===== src/rtl/sup_pkg.sv =====
package sup_pkg;
  typedef enum logic [1:0] {
    WD_LONG  = 2'b00,
    WD_MID   = 2'b01,
    WD_SHORT = 2'b10,
    WD_OFF   = 2'b11
  } wd_sel_e;
endpackage


===== src/rtl/sup_rst_sync.sv =====
module sup_rst_sync #(
  parameter int STAGES = 2
) (
  input  logic clk,
  input  logic arst_n,
  output logic rst_n_o
);
  logic [STAGES-1:0] sh_q;
  logic [STAGES-1:0] sh_d;

  always_comb begin
    sh_d = {sh_q[STAGES-2:0], 1'b1};
  end

  always_ff @(posedge clk or negedge arst_n) begin
    if (!arst_n) sh_q <= '0;
    else         sh_q <= sh_d;
  end

  assign rst_n_o = sh_q[STAGES-1];
endmodule


===== src/rtl/sup_wdi_edge.sv =====
module sup_wdi_edge #(
  parameter int STAGES = 2
) (
  input  logic clk,
  input  logic rst_n,
  input  logic wdi_i,
  output logic fall_o
);
  // STAGES synchroniser flops plus one history flop for the edge detector
  localparam int LEN = STAGES + 1;

  logic [LEN-1:0] chain_q;
  logic [LEN-1:0] chain_d;

  always_comb begin
    chain_d = {chain_q[LEN-2:0], wdi_i};
  end

  always_ff @(posedge clk or negedge rst_n) begin
    if (!rst_n) chain_q <= '0;
    else        chain_q <= chain_d;
  end

  assign fall_o = chain_q[LEN-1] & ~chain_q[LEN-2];
endmodule


===== src/rtl/sup_hold_timer.sv =====
module sup_hold_timer #(
  parameter int HOLD_CYC = 6554,
  parameter int W        = $clog2(HOLD_CYC + 1)
) (
  input  logic         clk,
  input  logic         rst_n,
  input  logic         supply_ok_i,
  input  logic         trip_i,
  output logic         rel_o,
  output logic [W-1:0] cnt_o
);
  localparam logic [W-1:0] LAST = W'(HOLD_CYC - 1);

  logic [W-1:0] cnt_q, cnt_d;
  logic         rel_q, rel_d;
  logic         cnt_en;

  always_comb begin
    cnt_d  = cnt_q;
    rel_d  = rel_q;
    cnt_en = 1'b0;
    if (!supply_ok_i || trip_i) begin
      cnt_d  = '0;
      rel_d  = 1'b0;
      cnt_en = 1'b1;
    end else if (!rel_q) begin
      cnt_en = 1'b1;
      if (cnt_q == LAST) begin
        cnt_d = '0;
        rel_d = 1'b1;
      end else begin
        cnt_d = cnt_q + W'(1);
      end
    end
  end

  always_ff @(posedge clk or negedge rst_n) begin
    if (!rst_n) begin
      cnt_q <= '0;
      rel_q <= 1'b0;
    end else if (cnt_en) begin
      cnt_q <= cnt_d;
      rel_q <= rel_d;
    end
  end

  assign rel_o = rel_q;
  assign cnt_o = cnt_q;
endmodule


===== src/rtl/sup_wdog_timer.sv =====
module sup_wdog_timer
  import sup_pkg::*;
#(
  parameter int SHORT_CYC = 6554,
  parameter int MID_CYC   = 19661,
  parameter int LONG_CYC  = 45875,
  parameter int W         = $clog2(LONG_CYC + 1)
) (
  input  logic         clk,
  input  logic         rst_n,
  input  logic         run_i,
  input  wd_sel_e      sel_i,
  input  logic         kick_i,
  output logic         trip_o,
  output logic [W-1:0] cnt_o
);
  logic [W-1:0] lim;
  logic         en;
  logic [W-1:0] cnt_q, cnt_d;

  always_comb begin
    en = 1'b1;
    unique case (sel_i)
      WD_LONG:  lim = W'(LONG_CYC - 1);
      WD_MID:   lim = W'(MID_CYC - 1);
      WD_SHORT: lim = W'(SHORT_CYC - 1);
      default: begin
        lim = '0;
        en  = 1'b0;
      end
    endcase
  end

  assign trip_o = run_i && en && !kick_i && (cnt_q >= lim);

  always_comb begin
    if (!run_i || !en || kick_i || trip_o) cnt_d = '0;
    else                                   cnt_d = cnt_q + W'(1);
  end

  always_ff @(posedge clk or negedge rst_n) begin
    if (!rst_n) cnt_q <= '0;
    else        cnt_q <= cnt_d;
  end

  assign cnt_o = cnt_q;
endmodule


===== src/rtl/sup_reset_wdog.sv =====
module sup_reset_wdog
  import sup_pkg::*;
#(
  parameter int HOLD_CYC     = 6554,
  parameter int WD_SHORT_CYC = 6554,
  parameter int WD_MID_CYC   = 19661,
  parameter int WD_LONG_CYC  = 45875,
  parameter int SYNC_STAGES  = 2
) (
  input  logic       clk,
  input  logic       arst_n,
  input  logic       supply_ok,
  input  logic       wdi,
  input  logic [1:0] per_sel,
  output logic       rst_out_n
);
  localparam int HOLD_W = $clog2(HOLD_CYC + 1);
  localparam int WD_W   = $clog2(WD_LONG_CYC + 1);

  logic              rst_sync_n;
  logic              wd_kick;
  logic              wd_trip;
  logic              released;
  logic [HOLD_W-1:0] hold_cnt;
  logic [WD_W-1:0]   wd_cnt;

  sup_rst_sync #(.STAGES(SYNC_STAGES)) u_rsync (
    .clk     (clk),
    .arst_n  (arst_n),
    .rst_n_o (rst_sync_n)
  );

  sup_wdi_edge #(.STAGES(SYNC_STAGES)) u_edge (
    .clk    (clk),
    .rst_n  (rst_sync_n),
    .wdi_i  (wdi),
    .fall_o (wd_kick)
  );

  sup_hold_timer #(.HOLD_CYC(HOLD_CYC), .W(HOLD_W)) u_hold (
    .clk         (clk),
    .rst_n       (rst_sync_n),
    .supply_ok_i (supply_ok),
    .trip_i      (wd_trip),
    .rel_o       (released),
    .cnt_o       (hold_cnt)
  );

  sup_wdog_timer #(
    .SHORT_CYC (WD_SHORT_CYC),
    .MID_CYC   (WD_MID_CYC),
    .LONG_CYC  (WD_LONG_CYC),
    .W         (WD_W)
  ) u_wdog (
    .clk    (clk),
    .rst_n  (rst_sync_n),
    .run_i  (released),
    .sel_i  (wd_sel_e'(per_sel)),
    .kick_i (wd_kick),
    .trip_o (wd_trip),
    .cnt_o  (wd_cnt)
  );

  assign rst_out_n = released;
endmodule


===== config.mk =====
export PLATFORM = sky130hd
export DESIGN_NAME = sup_reset_wdog
export DESIGN_NICKNAME = d
export VERILOG_FILES = /design/src/rtl/sup_pkg.sv /design/src/rtl/sup_rst_sync.sv /design/src/rtl/sup_wdi_edge.sv /design/src/rtl/sup_hold_timer.sv /design/src/rtl/sup_wdog_timer.sv /design/src/rtl/sup_reset_wdog.sv
export SDC_FILE = /design/constraint.sdc
export NUM_CORES = 1
export LEC_CHECK = 0
export BUFFER_PORTS_ARGS = -buffer_cell sky130_fd_sc_hd__buf_2
export CAP_MARGIN = 20
export CORE_MARGIN = 8
export CORE_UTILIZATION = 55
export DETAILED_ROUTE_END_ITERATION = 8
export PLACE_DENSITY = 0.75
export SLEW_MARGIN = 5
export SYNTH_ARGS = -nofsm -noshare
export SYNTH_HDL_FRONTEND = slang
export SYNTH_HIERARCHICAL = 1
export SYNTH_SLANG_ARGS = --single-unit

===== constraint.sdc =====
create_clock -name clk -period 2.1 [get_ports clk]
set_input_delay 0.63 -clock clk [delete_from_list [all_inputs] [get_ports clk]]
set_output_delay 0.63 -clock clk [all_outputs]
set_load 0.05 [all_outputs]

==> results_dict.tcl <==
set metrics [dict create \
    outcome "finished with violations" \
    violations "setup timing" \
    finalNonFillerCells 321 \
    core_area_sq_um 3914 \
    grt_overflow_total 0 \
    start_util_pct 55.63 \
    synth_edf_count 0 \
    syn_area_sq_um 2177 \
    synthTopCellsByArea "dfrtp_1 40%, ha_1 13%, nor2_1 4.1%" \
    die-height_microns 78.92 \
    cp.required_ns 2.28 \
    finalHoldViolCount 0 \
    yosys_warnings 6 \
    synth_flop_cell "dfrtp_1" \
    syn_avg_cell_area_sq_um 9.807 \
    power.density_nw_per_um2 468.6 \
    layout_min_cycle_time_ns 2.897 \
    pin_count 7 \
    routabilityCongestion 0.8988 \
    vias 1966 \
    grt_pass1_vias 1861 \
    ys_async_sr_fraction_pct 100.0 \
    syn_inst 222 \
    cellLeakagePower_nw 1.276 \
    drt-total-wl_microns 5926 \
    diodes 0 \
    drt_iter0_drc 190 \
    fmax_mhz 345.2 \
    row_count 23 \
    period_share_pct 138.0 \
    crit_arrival_ns 3.08 \
    grt_util_all_layers_pct 18.66 \
    h-tree-depth 2 \
    netlist-cell-type-count 44 \
    portBuffers 6 \
    insertion_delay_ns 0.30 \
    max_slew.worst_pin.slew_ns 0.5340 \
    crit_type "in -> reg" \
    dp_cells 302 \
    ys_seq_area_share_pct 40.23 \
    antenna_left 0 \
    yosysTopAreaCell "dfrtp_1" \
    layout.nets 299 \
    ctsHoldBuffers 0 \
    peakVddDrop_mv 0.3685 \
    die_w_microns 78.92 \
    drt_pass1_iterations 5 \
    drive_gt1_share_pct 35.79 \
    cts_max_path_buffers 2 \
    viasPerCell 6.125 \
    grt_pass1_wl_microns 9232 \
    drc 0 \
    area_delta_synth_final_pct 39.48 \
    wl_per_cell_microns 18.46 \
    path_max_fanout 6 \
    worstSetupEndpointType "register" \
    rsz0062_at_grt "true" \
    clock_skew_ns 0.005344 \
    fin_ws_ns -0.7971 \
    ys_ff_latch 35 \
    synth_top_area_share_pct 40.23 \
    path_clk_slew_ns 0.07 \
    reg2regPathDepth 10 \
    grt_max_degree 34 \
    syn-num-nets 251 \
    cts_sinks 35 \
    tns_ns -15.62 \
    worstHoldPathType "in -> async" \
    slew_viol_final 0 \
    drv_cap 0 \
    relSlewSlack_pct 64.07 \
    worst_setup_path_start_kind "input pin" \
    dp_hpwl_microns 3348 \
    antenna_found_initial 0 \
    die_area_sq_um 6228 \
    cts_tree "done" \
    clock-root-buffer "clkbuf_8" \
    setup_viol 30 \
    cts_buffers 5 \
    p_total_mw 1.423 \
]
==> worst max-delay path, cell delays in order <==
cell	delay [ns]
buf_12	0.11
inv_12	0.03
ha_4	0.25
inv_4	0.05
ha_4	0.25
o21ai_2	0.06
a211oi_2	0.16
or4b_4	0.48
and3_4	0.19
a21oi_2	0.12
nand2b_4	0.18
or2_4	0.20
o31ai_1	0.09
mux2_2	0.26
==> power breakdown <==
group | switching, mW | internal (mW)
Combinational | 0.0960 | 0.107
Sequential | 0.0300 | 0.693
Clock | 0.265 | 0.232
==> timing repair <==
action                                  in CTS  in global routing
endpoints found under the hold margin        0                  0
setup buffers                                4                  3
endpoints found under the setup margin      30                 30
resized for setup                           34                 19
pin swaps                                    8                 10
cloned                                       4                  0
==> routing by layer <==
layer	share of wire, %	global-route usage (%)	up-vias	routed length, microns
met1	45	24.64	969	2658
met5	0	0	-	0
li1	-	-	904	-
met2	46	29.91	80	2722
met3	7.2	4.063	13	429
met4	1.9	5.556	0	115
==> cells in the final DEF, fill, tap and decap left out, types with 2 or more instances in the layout <==
master and instances:
o31ai_2 2, buf_12 3, o311ai_2 3, clkbuf_8 5
nor2_1 24, buf_16 2, a22o_1 2, nand4_1 8
buf_4 28, and4_1 2, inv_1 8, inv_4 2
nor4_1 3, xor2_1 9, ha_4 6, or2_4 3
a21oi_2 2, nand2b_4 2, buf_6 8, nor2b_1 3
o21a_1 5, nor4_2 2, ha_1 16, and3_1 6
o31ai_1 2, xnor2_1 5, a21oi_1 3, o21ai_0 2
buf_2 4, nor3_1 8, o31ai_4 2, dfrtp_1 35
nand2_1 10, nand3_1 9
==> cells by family (layout without fill, tap and decap cells) <==
kind of cell | count (synthesis) | after routing | share of synthesized area [%]
fa+ha+maj | 23 | 23 | 13.22
xor+xnor | 14 | 14 | 5.632
other cells | 1 | 1 | 0.1722
flops | 35 | 35 | 40.23
buf+inv | 19 | 67 | 4.196
mux | 3 | 3 | 1.494
compound gates | 33 | 33 | 11.49
simple gates | 94 | 95 | 23.56
==> area by class of cell <==
| type | instances | area [sq um] |
|---|---|---|
| Multi-Input combinational cell | 169 | 1491 |
| Fill cell | 222 | 877.1 |
| Sequential cell | 35 | 875.8 |
| Timing Repair Buffer | 46 | 450.4 |
| Clock buffer | 6 | 72.57 |
| Inverter | 13 | 71.32 |
| Tap cell | 50 | 62.56 |
| Clock inverter | 2 | 12.51 |
==> through the flow <==
stage / hold slack (ns) / cell area (sq um) / setup WS [ns] / utilization, %
finish: 0.1032 / 3037 / -0.7971 / 77.59
global route: 0.1065 / 3037 / -0.8565 / 77.59
CTS: 0.1031 / 2903 / -0.7389 / 74.17
detailed placement: 0.2791 / 2562 / -1.178 / 65.47
global placement: 0.2764 / 2562 / -1.106 / 65.47
floorplan: 0.3312 / 2297 / -0.8340 / -
==> state kept, by name, summed over array words and instances, names as in the netlist <==
signal          count
u_edge/chain_q      3
u_hold/cnt_o       13
u_hold/rel_o        1
u_rsync/sh_q        2
u_wdog/cnt_o       16
==> cell usage after synthesis (2+ instances only) <==
cell,number
a211oi_1,2
and3_1,7
a22o_1,2
nand2_1,10
o31ai_1,5
ha_1,23
inv_1,13
nand2b_1,3
o21ai_0,4
dfrtp_1,35
xor2_1,9
nand3_1,11
nor3b_1,2
nor2b_1,3
mux2_2,2
nor2_1,24
buf_6,2
and4_1,2
or2_1,2
xnor2_1,5
o21a_1,5
nand4_1,8
clkbuf_1,2
nor4_1,6
a21oi_1,5
nor3_1,9
o311ai_1,4
==> path summary, 6_finish.rpt <==
kind / from / slack, ns / end
worst max-delay path: per_sel[0] / -0.80 / u_hold/cnt_o[11]
worst max register to register: u_wdog/cnt_o[6] / -0.57 / u_hold/cnt_o[11]
worst min-delay path: arst_n / 0.10 / u_rsync/sh_q[0]
min in group clk: u_edge/chain_q[0] / 0.35 / u_edge/chain_q[1]
max in group asynchronous: u_rsync/sh_q[1] / 1.53 / u_wdog/cnt_o[4]
worst min register to register: u_rsync/sh_q[1] / 0.26 / u_wdog/cnt_o[11]
No activity file was read; power rests on OpenSTA's default activity.
